===== config.mk =====
export PLATFORM = sky130hd
export DESIGN_NAME = fpu_issue_ctl
export DESIGN_NICKNAME = d
export VERILOG_FILES = /design/src/rtl/fpu_il_pkg.sv /design/src/rtl/fpu_il_occ.sv /design/src/rtl/fpu_il_cmpl.sv /design/src/rtl/fpu_il_div.sv /design/src/rtl/fpu_issue_ctl.sv
export SDC_FILE = /design/constraint.sdc
export NUM_CORES = 1
export LEC_CHECK = 0
export BUFFER_PORTS_ARGS = -buffer_cell sky130_fd_sc_hd__buf_2
export CORE_MARGIN = 1
export CORE_UTILIZATION = 49
export DETAILED_ROUTE_END_ITERATION = 8
export HOLD_SLACK_MARGIN = 0.12
export MAX_ROUTING_LAYER = met4
export PLACE_DENSITY = 0.85
export SLEW_MARGIN = 30
export SYNTH_ARGS = -nofsm -noshare
export SYNTH_HDL_FRONTEND = slang
export SYNTH_SLANG_ARGS = --single-unit

===== constraint.sdc =====
create_clock -name clk -period 2.1 [get_ports clk]
set_clock_uncertainty 0.15 [all_clocks]
set_input_delay 0.105 -clock clk [delete_from_list [all_inputs] [get_ports clk]]
set_output_delay 0.105 -clock clk [all_outputs]
set_load 0.005 [all_outputs]

===== src/rtl/fpu_il_pkg.sv =====
package fpu_il_pkg;
   typedef enum logic [2:0] {
      CLS_SP   = 3'd0,
      CLS_DP   = 3'd1,
      CLS_DIV  = 3'd2,
      CLS_LDST = 3'd3,
      CLS_STAT = 3'd4
   } fcls_e;
endpackage


===== src/rtl/fpu_il_occ.sv =====
// Plain countdown: load sets the remaining-cycle count, busy while non-zero.
module fpu_il_occ #(
   parameter int CW = 4
) (
   input  logic          clk,
   input  logic          rst,
   input  logic          load,
   input  logic [CW-1:0] load_val,
   output logic          busy
);
   logic [CW-1:0] cnt_q;

   always_ff @(posedge clk) begin
      if (rst)
         cnt_q <= '0;
      else if (load)
         cnt_q <= load_val;
      else if (cnt_q != '0)
         cnt_q <= cnt_q - 1'b1;
   end

   assign busy = (cnt_q != '0);


   occ_reset_chk: assert property (@(posedge clk) rst |=> !busy);

   occ_drain_chk: assert property (@(posedge clk) disable iff (rst)
      (busy && !load) |=> (cnt_q < $past(cnt_q)));
endmodule


===== src/rtl/fpu_il_cmpl.sv =====
// Completion tracker: keeps the later of the running and the newly loaded latency.
module fpu_il_cmpl #(
   parameter int CW = 4
) (
   input  logic          clk,
   input  logic          rst,
   input  logic          load,
   input  logic [CW-1:0] load_val,
   output logic          busy
);
   logic [CW-1:0] cnt_q;
   logic [CW-1:0] dec;
   logic [CW-1:0] nxt;

   always_comb begin
      dec = (cnt_q == '0) ? '0 : cnt_q - 1'b1;
      nxt = dec;
      if (load && (load_val > dec))
         nxt = load_val;
   end

   always_ff @(posedge clk) begin
      if (rst)
         cnt_q <= '0;
      else
         cnt_q <= nxt;
   end

   assign busy = (cnt_q != '0);


   cmpl_reset_chk: assert property (@(posedge clk) rst |=> !busy);

   cmpl_keep_chk: assert property (@(posedge clk) disable iff (rst)
      load |=> (cnt_q >= $past(load_val)));
endmodule


===== src/rtl/fpu_il_div.sv =====
// Divide/sqrt unit tracker: busy window plus the pending destination index.
module fpu_il_div #(
   parameter int CW     = 4,
   parameter int RIDX_W = 4
) (
   input  logic              clk,
   input  logic              rst,
   input  logic              start,
   input  logic [CW-1:0]     start_len,
   input  logic [RIDX_W-1:0] start_dst,
   output logic              busy,
   output logic [RIDX_W-1:0] dst_q
);
   fpu_il_occ #(.CW(CW)) u_cnt (
      .clk      (clk),
      .rst      (rst),
      .load     (start),
      .load_val (start_len),
      .busy     (busy)
   );

   always_ff @(posedge clk) begin
      if (rst)
         dst_q <= '0;
      else if (start)
         dst_q <= start_dst;
   end


   div_dst_chk: assert property (@(posedge clk) disable iff (rst)
      start |=> (busy && dst_q == $past(start_dst)));
endmodule


===== src/rtl/fpu_issue_ctl.sv =====
module fpu_issue_ctl #(
   parameter int RIDX_W   = 4,
   parameter int DP_OCC   = 6,
   parameter int DP_LAT   = 8,
   parameter int SP_LAT   = 3,
   parameter int DIV_INIT = 1,
   parameter int DIV_LAT  = 10
) (
   input  logic              clk,
   input  logic              rst,
   input  logic              in_valid,
   input  logic [2:0]        in_cls,
   input  logic [RIDX_W-1:0] in_src_a,
   input  logic [RIDX_W-1:0] in_src_b,
   input  logic [RIDX_W-1:0] in_dst,
   output logic              issue,
   output logic              stall
);
   import fpu_il_pkg::*;

   localparam int DIV_TOT = DIV_INIT + DIV_LAT;
   localparam int MAX_AB  = (DP_LAT > SP_LAT) ? DP_LAT : SP_LAT;
   localparam int MAX_L   = (MAX_AB > DIV_TOT) ? MAX_AB : DIV_TOT;
   localparam int CW      = $clog2(MAX_L + 1);
   localparam int N_OPND  = 3;

   if (DP_OCC < 1) begin : g_bad_occ
      $error("DP_OCC must be at least 1");
   end
   if (DIV_INIT < 1) begin : g_bad_init
      $error("DIV_INIT must be at least 1");
   end
   if (DP_LAT < DP_OCC) begin : g_bad_dplat
      $error("DP_LAT must not be below DP_OCC");
   end
   if ((SP_LAT < 1) || (DIV_LAT < 1)) begin : g_bad_lat
      $error("latencies must be at least 1");
   end
   if (RIDX_W < 1) begin : g_bad_ridx
      $error("RIDX_W must be at least 1");
   end

   fcls_e cls;
   logic  is_sp, is_dp, is_div, is_stat, uses_e1;
   assign cls     = fcls_e'(in_cls);
   assign is_sp   = (cls == CLS_SP);
   assign is_dp   = (cls == CLS_DP);
   assign is_div  = (cls == CLS_DIV);
   assign is_stat = (cls == CLS_STAT);
   assign uses_e1 = is_sp | is_dp | is_div;

   logic              e1_busy, div_busy, cmpl_busy;
   logic [RIDX_W-1:0] div_dst;
   logic [CW-1:0]     e1_len, cmpl_len;

   always_comb begin
      if (is_dp)       e1_len = CW'(DP_OCC - 1);
      else if (is_div) e1_len = CW'(DIV_INIT - 1);
      else             e1_len = '0;
      if (is_dp)       cmpl_len = CW'(DP_LAT);
      else if (is_div) cmpl_len = CW'(DIV_TOT);
      else             cmpl_len = CW'(SP_LAT);
   end

   fpu_il_occ #(.CW(CW)) u_e1 (
      .clk      (clk),
      .rst      (rst),
      .load     (issue & uses_e1),
      .load_val (e1_len),
      .busy     (e1_busy)
   );

   fpu_il_div #(.CW(CW), .RIDX_W(RIDX_W)) u_div (
      .clk       (clk),
      .rst       (rst),
      .start     (issue & is_div),
      .start_len (CW'(DIV_TOT - 1)),
      .start_dst (in_dst),
      .busy      (div_busy),
      .dst_q     (div_dst)
   );

   fpu_il_cmpl #(.CW(CW)) u_cmpl (
      .clk      (clk),
      .rst      (rst),
      .load     (issue & uses_e1),
      .load_val (cmpl_len),
      .busy     (cmpl_busy)
   );

   // register match of every operand field against the pending divide result
   logic [RIDX_W-1:0] opnd [N_OPND];
   logic [N_OPND-1:0] opnd_hit;
   assign opnd[0] = in_src_a;
   assign opnd[1] = in_src_b;
   assign opnd[2] = in_dst;
   for (genvar k = 0; k < N_OPND; k++) begin : g_match
      assign opnd_hit[k] = (opnd[k] == div_dst);
   end

   logic e1_hold, unit_hold, reg_hold, stat_hold;
   assign e1_hold   = uses_e1 & e1_busy;
   assign unit_hold = is_div & div_busy;
   assign reg_hold  = (uses_e1 | (cls == CLS_LDST)) & div_busy & (|opnd_hit);
   assign stat_hold = is_stat & cmpl_busy;

   assign stall = in_valid & (e1_hold | unit_hold | reg_hold | stat_hold);
   assign issue = in_valid & ~stall;


   if (DP_OCC > 1) begin : g_dp_chk
      dp_hold_chk: assert property (@(posedge clk) disable iff (rst)
         (issue && is_dp) |=> (!in_valid || !uses_e1 || stall));
   end

   div_excl_chk: assert property (@(posedge clk) disable iff (rst)
      (issue && is_div) |=> !(issue && is_div));

   stat_after_chk: assert property (@(posedge clk) disable iff (rst)
      (issue && uses_e1) |=> !(issue && is_stat));

   hold_chk: assert property (@(posedge clk) disable iff (rst)
      (in_valid && stall) |=> (in_valid && $stable(in_cls) && $stable(in_dst)
                               && $stable(in_src_a) && $stable(in_src_b)));
endmodule


### Word-level counts from Yosys, hierarchy flattened

Cells that the tools add are included.

* order comparisons: 1
* equal/unequal tests: 7
* add/sub/neg operators: 3
* reductions and logical operators: 10
* multiplexer cells: 9
* bitwise logic cells: 16

Operators by type and width (number)
* 4-bit 2-to-1 mux: 8
* 4-bit == test: 3
* 4-bit nonzero test: 3
* 4-bit by 1-bit subtractor with 4-bit output (second input constant): 3
* 1-bit bitwise AND: 9
* 3-bit by 2-bit == test with 1-bit output (second input constant): 2
* 1-bit bitwise OR: 6
* 4-bit greater-than comparator: 1
* 4-bit logical NOT: 1
* 2-bit nonzero test: 2
* 3-bit by 1-bit == test with 1-bit output (second input constant): 1
* 3-bit == test (second input constant): 1
* 3-bit logical NOT: 1
* 3-bit 2-to-1 mux: 1
* 3-bit OR reduction: 1
* 2-bit OR reduction: 1
* 1-bit logical AND: 1
* 1-bit inverter: 1

* logic and storage cells: 51
* output and inout port bits: 2
* bits of input ports: 18
* register bits: 16

### Depth between registers and ports, before layout

Gate-level depths: netlist (run 1).

* depth in word-level cells: 14
* gate-level depth with buffers: 11
* gate-level depth less buffers: 11

### Cells and area by module

From an unflattened synthesis (run 1), not the netlist that was laid out.

* cells, all modules: 136
* area, all modules: 1164.9 µm²

By module, submodules not included
* fpu_il_occ: sequential area each 80.1 µm², area each 230.2 µm², times used 2, cells an instance 26
* fpu_il_cmpl: sequential area each 80.1 µm², area each 324.1 µm², times used 1, cells an instance 37
* fpu_issue_ctl: sequential area each 0.0 µm², area each 240.2 µm², times used 1, cells an instance 34
* fpu_il_div: sequential area each 80.1 µm², area each 140.1 µm², times used 1, cells an instance 13

### Least setup slack after synthesis (run 1)

OpenSTA, ideal clock, no wires.

* path type: reg-to-reg
* from: register u_cmpl.cnt_q[0]
* to: register u_cmpl.cnt_q[0]
* buffers on the path: 1
* slack: -0.014 ns
* clock period less this slack: 2.114 ns
* setup time: 0.121 ns
* cell stages (with the launch flop): 11
* arrival time: 1.843 ns
* required time: 1.829 ns
* cell sequence: dfxtp_1 -> buf_2 -> nor3_1 -> a21oi_1 -> ha_1 -> nor2b_1 -> o21ai_0 -> nor3_1 -> o21ai_1 -> nor2_4 -> mux2_4

* cells in the longest elaborated chain, start to end: 9
* elaborated cells between the ends (all ways): 13
* those cells by class: add/sub (1); order compare (1); mux (2); bitwise (6); reduce/logical (3)

Ends and longest elaborated chain
* start: declaration: line fpu_il_cmpl.sv:11 `logic [CW-1:0] cnt_q;`
* start signal: assignment: line fpu_il_cmpl.sv:26 `cnt_q <= nxt;`
* branches (longest 8 deep; another with 4-bit by 1-bit subtractor with 4-bit output)
* 4-bit 2-to-1 mux (*): line fpu_il_cmpl.sv:18 `if (load && (load_val > dec))`

Mark *: on every way between the ends.
A chain may end at the register's enable or synchronous reset.

### Final worst setup path (run 1)

* from: register u_cmpl.cnt_q[3]
* to: register u_cmpl.cnt_q[0]

The elaborated chain is that of the path after synthesis.

==> results of run 1 <==
## worst max-delay path by stage
stage                     slack [ns]                          to  depth (start not counted)                       start
after global placement         -0.04  u_cmpl.cnt_q[0]$_SDFF_PP0_                          9  u_cmpl.cnt_q[0]$_SDFF_PP0_
after floorplan                0.002  u_cmpl.cnt_q[0]$_SDFF_PP0_                         10  u_cmpl.cnt_q[0]$_SDFF_PP0_
after CTS                      -0.05  u_cmpl.cnt_q[0]$_SDFF_PP0_                          9  u_cmpl.cnt_q[1]$_SDFF_PP0_
after detailed placement       -0.12  u_cmpl.cnt_q[0]$_SDFF_PP0_                          9  u_cmpl.cnt_q[0]$_SDFF_PP0_
final                          -0.14  u_cmpl.cnt_q[0]$_SDFF_PP0_                         10  u_cmpl.cnt_q[3]$_SDFF_PP0_
after global routing           -0.27  u_cmpl.cnt_q[0]$_SDFF_PP0_                         10  u_cmpl.cnt_q[3]$_SDFF_PP0_
## kinds of logic (layout without fill, tap and decap cells)
group	count (synthesis)	in the layout	share of synthesized area [%]
AO/OA/AOI/OAI	22	22	14.4
XOR/XNOR	12	12	9.36
adder cells (fa/ha/maj)	4	4	4.46
buffers and inverters	8	47	2.79
flip-flops	16	16	28.5
multiplexers	8	8	8.47
AND/OR/NAND/NOR	55	55	32.0
## timing repair
item	in CTS	in global routing
buffers inserted	1	3
hold buffers	6	0
setup endpoints to repair	7	6
pin swaps	3	2
resized for setup	8	6
endpoints found under the hold margin	12	0
## stage by stage
step                hold slack, ns  total power [W]
detailed placement           0.236         0.000940
global placement             0.216         0.000908
floorplan                   0.0989         0.000780
global route                 0.164          0.00137
finish                       0.155          0.00127
CTS                          0.140          0.00118
## layout by cell type, fill, tap and decap left out, types with 3 or more instances in the layout
master / instances
a21oi_1: 8
buf_2: 19
buf_4: 14
clkbuf_4: 3
dfxtp_1: 13
dlygate4sd3_1: 6
ha_1: 3
mux2_4: 3
mux2i_1: 5
nand2_1: 5
nand2b_1: 3
nor2_1: 15
nor2b_1: 3
nor3_1: 9
nor4_2: 3
o21ai_1: 3
xor2_1: 12
## layer usage
layer | GRT usage (%) | up-vias | routed length, um
met5 | - | - | 0
met4 | 9.05 | 0 | 36
met3 | 3.09 | 6 | 110
met2 | 39.9 | 39 | 1320
met1 | 29.0 | 481 | 1170
li1 | - | 519 | -
## worst max-delay path, stage by stage (launching register included)
cell,delay [ns]
dfxtp_1,0.41
nor2_4,0.05
nor3_4,0.12
a21oi_2,0.07
ha_1,0.33
nor2b_1,0.18
o21ai_1,0.09
nor3_1,0.14
o21ai_1,0.11
nor2_4,0.17
mux2_4,0.32
## layout make-up
class,count,area (sq um),area share (%)
timing repair buffer,39,260,17.5
tap,27,33.8,2.27
clock buffer,4,36.3,2.44
inverter,4,15.0,1.01
sequential,16,329,22.1
multi-input combinational,101,812,54.6
## flip-flops by register name, indices dropped and copies added, names as in the netlist
name / flops
u_e1.cnt_q: 4
u_div.u_cnt.cnt_q: 4
u_div.dst_q: 4
u_cmpl.cnt_q: 4
## power by group through the flow
stage | sequential, W | clock, W | combinational [W]
floorplan | 0.000393 | 0 | 0.000387
global placement | 0.000404 | 0 | 0.000504
detailed placement | 0.000408 | 0 | 0.000532
CTS | 0.000404 | 0.000208 | 0.000565
global route | 0.000416 | 0.000227 | 0.000731
finish | 0.000409 | 0.000208 | 0.000651
==> metrics.txt, run 1 <==
number of synthesized flops with an enable pin 0; clock buffer count from CTS 3; register area share after synthesis about 29%; Slew HR 68.4%; Detail Placement HPWL 1.85 mm; worst skew pair latency between 0.2 and 0.3 ns; Placed Area roughly 1300 sq um; ANT nets after route 0; Mapped Area approximately 1100 sq um; Tcrit/Tclk final 107%; Worst Hold End u_div.u_cnt.cnt_q[3]$_SDFFE_PP0P_; Area Overhead vs Synth 32.4%; Cells after Synth ~130; clock transition at the registers of the reported paths 0.10 ns; Hold Path Stages 4; Psw around 0.00046 W; Lkg Pwr around 0.68 nW; DIE WIDTH roughly 50 um; crit path max fanout 4; crit start category register; fraction of registers with async set/reset 0%; worst r2r src u_cmpl.cnt_q[3]$_SDFF_PP0_; VDD IR-drop max 0.496 mV; core region area a little over 2000 sq um; Period minus WS final roughly 2.2 ns; CP Class register to register; final worst slack -0.143 ns; combinational share of power around half; detailed-route via count roughly 1000; Global Route Usage Sum roughly a quarter; # IOs 20; share of the synthesized area in the top cell type 28.5%; syn_area_per_cell around 9 sq um; most instantiated cells after synthesis dfxtp_1, nor2_1, xor2_1; Layout fillers around 150; clock buffer depth 2; Sink Count 16; failing checks negative setup slack; status finished, violations left; Critical Path RT ~2.1 ns; Yosys Warn Count 0; Max Cap Violations 0; Seq pwr share 32.2%; post-synth top area cell dfxtp_1; DRC Markers 0; Antenna diodes 0; CTS HTree Levels 1; gpl congestion 0.753; Hold Crit Class primary input to register; register-to-register setup slack -0.14 ns; Final Hold Viols 0; largest net degree at the start of global routing 19; worst slew pin tran around 0.47 ns; CP Capture Type register; routed vias/inst 5.47; setup slack at placement -0.124 ns; max-slew violations 0; starting density of the core 54.4%; f_max 446 MHz; P per Cell Area about 850 nW/um^2; initial antenna violation count 0; DIE AREA ~2500 sq um; beginning of the worst hold path in_cls[0]; CP Data Arrival Time ~2.3 ns; Netlist cell types 38; I/O Buffers 19; First-pass DRT Iterations 4; CTS tree yes; top cells by area, synth dfxtp_1, xor2_1, nor2_1; clock share of power 16.4%; switching share of power a little over a third; Setup TNS -0.442 ns; fin nets between 150 and 200; global route overflow 0; Rows 16; cell area after layout 1490 sq um; ys flop type dfxtp_1; Finished Layout Cells roughly 190; syn nets ~150; RR Endpoint u_cmpl.cnt_q[0]$_SDFF_PP0_; R2R depth 10; CTS Root Cell clkbuf_4; final setup violation count 4; wire length per cell between 10 and 15 um; final WL 2.64 mm; Die Ht 49.9 um; ratio of cells with drive above 1 in the final layout between 30% and 40%; FF+latch count, synth 16; DR iter-0 viols 18; first-pass GRT wire length ~4.4 mm; vias in the first global route 1030; internal power between 0.0008 and 0.0009 W; utilization after layout 72.1%; RSZ-0062 raised after global routing yes; placed cells roughly 180
(Power assumes the default switching activity.)
==> run 2: changes to the inputs <==
Settings changed: BUFFER_PORTS_ARGS -buffer_cell sky130_fd_sc_hd__buf_2 to unset, CORE_UTILIZATION 49 to 55, DONT_BUFFER_PORTS set to 1, PLACE_DENSITY 0.85 to 0.73.
==> metrics.txt, run 2 (synthesized netlist as in run 1, its figures left out) <==
status finished, violations left; failing checks negative setup slack; RR Endpoint u_cmpl.cnt_q[0]$_SDFF_PP0_; DIE AREA 2230 sq um (-10%); register-to-register setup slack -0.03 ns (+0.11 ns); worst slew pin tran 0.693 ns (+0.226 ns); first-pass GRT wire length 4.11 mm (-7.0%); core region area 1820 sq um (-12%); final setup violation count 4 (unchanged); I/O Buffers 0 (-19); ratio of cells with drive above 1 in the final layout 34.9% (-3.5 points); DR iter-0 viols 31 (+13); routed vias/inst 5.72 (+4.6%); final worst slack -0.0308 ns (+0.112 ns); CTS tree yes; Worst path max stage delay 0.38 ns (-0.03 ns); Critical Path RT 2.15 ns (+0.02 ns); delay-heaviest family, CP simple AND/OR/NAND/NOR gates; First-pass DRT Iterations 4 (unchanged); slowest stage cell, crit path dfxtp_4; global route overflow 0 (unchanged); starting density of the core 61.6% (+7.2 points); Pwr Total 0.00128 W (+1.1%); commonest non-fill, non-tap cells in the layout nor2_1, buf_4, xor2_1, dfxtp_1; CP Class register to register; Area Overhead vs Synth 30.1%; Period minus WS final 2.13 ns (-0.112 ns); Psw 0.000461 W (about the same); CP Capture Type register; DRC Markers 0 (unchanged); vias in the first global route 1002 (-2.7%); Tcrit/Tclk final 101% (-5.4 points); fin nets 175 (-6.4%); Slew HR 53.6% (-15 points); VDD IR-drop max 0.572 mV (+15%); max-slew violations 0 (unchanged); CTS HTree Levels 1 (unchanged); internal power 0.000821 W (+1.8%); Critical Path Stages 9 (-1); ANT nets after route 0 (unchanged); clock buffer depth 2 (unchanged); f_max 469 MHz (+5.3%); P per Cell Area 878 nW/um^2 (+3.0%); Seq pwr share 32.1% (about the same); largest net degree at the start of global routing 19 (unchanged); clock transition at the registers of the reported paths 0.10 ns (about the same); Lkg Pwr 0.645 nW (-5.4%); Sink Count 16 (unchanged); RSZ-0062 raised after global routing yes; Die Ht 47.2 um (-5.4%); Hold Crit Class primary input to register; launch point of the worst path u_cmpl.cnt_q[1]$_SDFF_PP0_; # IOs 20 (unchanged); Rows 15 (-1); gpl congestion 0.791 (+5.0%); Antenna diodes 0 (unchanged); Max Cap Violations 0 (unchanged); DIE WIDTH 47.2 um (-5.4%); CP Cell Sequence nor4_4 > nor2_1 > ha_1 > nor2b_1 > o21ai_1 > nor3_1 > o21ai_1 > nor2_4 > mux2_4; worst skew pair latency 0.30 ns (about the same); switching share of power 35.9% (-0.44 points); final WL 2.80 mm (+5.9%); CP Data Arrival Time 2.18 ns (-0.10 ns); crit start category register; combinational share of power 51.1% (-0.3 points); clock buffer count from CTS 3 (unchanged); CP Buf/Inv Count 0 (unchanged); crit path max fanout 5 (+1); Detail Placement HPWL 1.80 mm (-2.8%); worst r2r src u_cmpl.cnt_q[1]$_SDFF_PP0_; detailed-route via count 1013 (-3.1%); wire length per cell 15.8 um (+14%); Critical Path Sink u_cmpl.cnt_q[0]$_SDFF_PP0_; initial antenna violation count 0 (unchanged); CTS Root Cell clkbuf_4; R2R depth 9 (-1); Final Hold Viols 0 (unchanged); final hold slack 0.129 ns (-0.0260 ns); clock share of power 16.8% (+0.4 points); Worst path most repeated cell o21ai_1; Global Route Usage Sum 27.4% (+3.5 points)
## run 2: cell types whose count changed in the layout (fill, tap and decap cells not counted), sizes merged
cell         before  now
dlygate4sd3       6    9
buf              33   18
## run 2: how the worst min path moves through the flow
stage	startpoint	end	cells after the start	slack, ns
final	in_cls[0]	u_e1.cnt_q[2]$_SDFFE_PP0P_	5	0.13
after global routing	in_cls[0]	u_e1.cnt_q[2]$_SDFFE_PP0P_	5	0.17
after CTS	in_cls[0]	u_e1.cnt_q[2]$_SDFFE_PP0P_	5	0.13
after detailed placement	rst	u_e1.cnt_q[2]$_SDFFE_PP0P_	1	0.03
after global placement	rst	u_div.u_cnt.cnt_q[1]$_SDFFE_PP0P_	1	0.03
after floorplan	in_dst[0]	u_div.dst_q[0]$_SDFFE_PP0P_	2	0.1
## run 2: through the flow
step	setup WS (ns)	TNS, ns	instances	utilization, %	instance area (sq um)
floorplan	0.00186	0	125	-	1130
global placement	-0.0407	-0.122	158	67.8	1230
detailed placement	-0.0854	-0.252	158	67.8	1230
CTS	-0.0416	-0.0416	172	77.4	1410
global route	-0.154	-0.899	177	80.2	1460
finish	-0.0308	-0.113	177	80.2	1460
## run 2: layout make-up
| class | count | area (sq um) |
|---|---|---|
| sequential | 16 | 332 |
| tap | 25 | 31.3 |
| fill | 122 | 360 |
| inverter | 4 | 15.0 |
| timing repair buffer | 27 | 236 |
| clock buffer | 4 | 36.3 |
| multi-input combinational | 101 | 810 |
## run 2: what timing repair did
action,4_1_cts,5_1_grt
buffers inserted,1,5
hold buffers,9,0
pin swaps,5,2
setup endpoints to repair,5,12
resized for setup,16,4
endpoints found under the hold margin,16,0
gates cloned,0,0
## run 2: power groups by stage
| stage | Combinational [W] | Clock, W | Sequential (W) |
|---|---|---|---|
| 6_report | 0.000655 | 0.000216 | 0.000411 |
| 5_1_grt | 0.000717 | 0.000235 | 0.000419 |
| 4_1_cts | 0.000585 | 0.000212 | 0.000408 |
| 3_5_place_dp | 0.000502 | 0 | 0.000407 |
| 3_3_place_gp | 0.000483 | 0 | 0.000404 |
| 2_1_floorplan | 0.000387 | 0 | 0.000393 |
## run 2: layer usage
| metal | vias to the layer above | GRT usage, % | wire [um] |
|---|---|---|---|
| met5 | - | - | 0 |
| met4 | 0 | 13.7 | 93 |
| met3 | 12 | 5.00 | 130 |
| met2 | 27 | 46.7 | 1430 |
| met1 | 474 | 30.3 | 1140 |
| li1 | 500 | - | - |
## run 2: worst reg2reg max path, stage by stage (launching register included)
cell     delay (ns)
dfxtp_4        0.38
nor4_4         0.29
nor2_1         0.09
ha_1           0.19
nor2b_1        0.12
o21ai_1        0.07
nor3_1         0.14
o21ai_1        0.12
nor2_4         0.17
mux2_4         0.31
==> run 3: changes to the inputs <==
Settings changed: SETUP_SLACK_MARGIN set to 0.15.
==> metrics.txt, run 3 (synthesized netlist as in run 1, its figures left out) <==
Slew HR 49.4% (-4.3 points); DRC Markers 0 (unchanged); GR Util met1 31.7% (+1.4 points); wire length per cell 15.9 um (+0.75%); Tcrit/Tclk final 101% (-0.57 points); CTS HTree Levels 1 (unchanged); Antenna diodes 0 (unchanged); CP Class register to register; f_max 472 MHz (+0.56%); Layout fillers 106 (-13%); clock buffer depth 2 (unchanged); clock buffer count from CTS 3 (unchanged); VDD IR-drop max 0.544 mV (-4.9%); first-pass GRT wire length 4.09 mm (-0.51%); Lkg Pwr 0.645 nW (about the same); CTS tree yes; RSZ-0062 raised after global routing yes; worst skew pair latency 0.29 ns (about the same); clock transition at the registers of the reported paths 0.11 ns (about the same); ANT nets after route 0 (unchanged); core region area 1820 sq um (unchanged); Worst path max stage delay 0.42 ns (+0.04 ns); failing checks negative setup slack; placed cells 155 (-1.9%); Hold Crit Class primary input to register; Period minus WS final 2.12 ns (-0.0119 ns); utilization after layout 83.4% (+3.2 points); Global Route Usage Sum 27.0% (-0.39 points); largest net degree at the start of global routing 19 (unchanged); met2 GRT Util 47.8% (+1.1 points); final setup violation count 4 (unchanged); Final Hold Viols 0 (unchanged); GR peak layer met2; I/O Buffers 0 (unchanged); gpl congestion 0.818 (+3.5%); final WL 2.80 mm (+0.18%); Sink Count 16 (unchanged); max-slew violations 0 (unchanged); starting density of the core 61.6% (unchanged); Critical Path RT 2.14 ns (about the same); slowest stage cell, crit path dfxtp_4; vias in the first global route 988 (-1.4%); CP Cell Sequence nor2_4 > nor3_4 > a21oi_2 > ha_1 > nor2b_4 > o21ai_2 > nor3_2 > o21ai_2 > nor2_4 > mux2_4; Area Overhead vs Synth 35.2%; Detail Placement HPWL 1.72 mm (-4.4%); ratio of cells with drive above 1 in the final layout 41.7% (+6.9 points); Max Cap Violations 0 (unchanged); DIE AREA 2230 sq um (unchanged); CP Capture Type register; combinational share of power 50.6% (-0.5 points); Psw 0.000462 W (+0.33%); Multi-input gate area 866 sq um (+7.0%); initial antenna violation count 0 (unchanged); global route overflow 0 (unchanged); FF+latch area 333 sq um (+0.38%); delay-heaviest family, CP simple AND/OR/NAND/NOR gates; crit path max fanout 5 (unchanged); routed vias/inst 5.68 (-0.72%); status finished, violations left; Die Ht 47.2 um (unchanged); First-pass DRT Iterations 6 (+2); P per Cell Area 842 nW/um^2 (-4.1%); CP Buf/Inv Count 0 (unchanged); switching share of power 36.2% (+0.22 points); grt met3 use 3.85% (-1.2 points); DIE WIDTH 47.2 um (unchanged); Finished Layout Cells 176 (-0.56%); CTS Root Cell clkbuf_4; # IOs 20 (unchanged); DR iter-0 viols 23 (-26%); Rows 15 (unchanged); Seq pwr share 32.7% (+0.6 points); commonest non-fill, non-tap cell in the layout nor2_1; final worst slack -0.0189 ns (+0.0119 ns); commonest non-fill, non-tap cells in the layout nor2_1, xor2_1, buf_4, dfxtp_1, dlygate4sd3_1; internal power 0.000816 W (-0.64%); crit start category register; worst slew pin tran 0.757 ns (+0.0638 ns); detailed-route via count 1000 (-1.3%); fin nets 174 (-0.57%); clock share of power 16.7% (about the same); CP Data Arrival Time 2.16 ns (-0.02 ns)
==> run 3: worst paths after layout <==
path	from	slack, ns	depth (start not counted)	to
worst max-delay path	u_cmpl.cnt_q[2]$_SDFF_PP0_	-0.02	10	u_cmpl.cnt_q[0]$_SDFF_PP0_
worst min-delay path	in_cls[2]	0.11	3	u_cmpl.cnt_q[3]$_SDFF_PP0_
worst max register to register	u_cmpl.cnt_q[2]$_SDFF_PP0_	-0.02	10	u_cmpl.cnt_q[0]$_SDFF_PP0_
worst min register to register	u_div.u_cnt.cnt_q[3]$_SDFFE_PP0P_	0.39	2	u_div.u_cnt.cnt_q[2]$_SDFFE_PP0P_
==> run 3: final cells by class <==
cell class,instances,area share (%)
Inverter,4,0.989
Timing Repair Buffer,26,15.6
Tap cell,25,2.06
Clock buffer,4,2.39
Multi-Input combinational cell,101,57.0
Sequential cell,16,21.9
==> run 3: metal layers <==
layer / part of all wire [%] / vias up / wire length [um]
met4: 0.79 / 0 / 22
met1: 44 / 475 / 1220
met5: 0 / - / 0
met3: 4.0 / 2 / 112
li1: - / 495 / -
met2: 52 / 28 / 1450
==> run 3: worst min-delay path, stage by stage <==
cell     delay [ns]
a21oi_1        0.04
nor2b_1        0.13
mux2_4         0.25
==> run 3: power by group through the flow <==
stage,Clock (W),Combinational (W),Sequential [W]
2_1_floorplan,0,0.000404,0.000395
3_3_place_gp,0,0.000485,0.000408
3_5_place_dp,0,0.000508,0.000414
4_1_cts,0.000211,0.000620,0.000416
5_1_grt,0.000226,0.000706,0.000422
6_report,0.000213,0.000647,0.000418
==> run 3: per-stage QoR <==
stage / hold slack [ns] / power [W] / setup TNS, ns / setup slack (ns) / cell area, sq um
after global placement: 0.0276 / 0.000893 / -0.0938 / -0.0328 / 1220
after CTS: 0.121 / 0.00125 / -0.0978 / -0.0329 / 1450
final: 0.110 / 0.00128 / -0.0605 / -0.0189 / 1520
after floorplan: 0.0989 / 0.000799 / 0 / 0.0751 / 1140
after detailed placement: 0.0289 / 0.000921 / -0.388 / -0.130 / 1220
after global routing: 0.120 / 0.00135 / -0.519 / -0.110 / 1520
==> run 3: timing repair <==
action,in CTS,in global routing
hold buffers,9,0
setup endpoints to repair,10,12
resized for setup,16,15
pin swaps,7,5
setup buffers,6,2
hold endpoints to repair,16,0
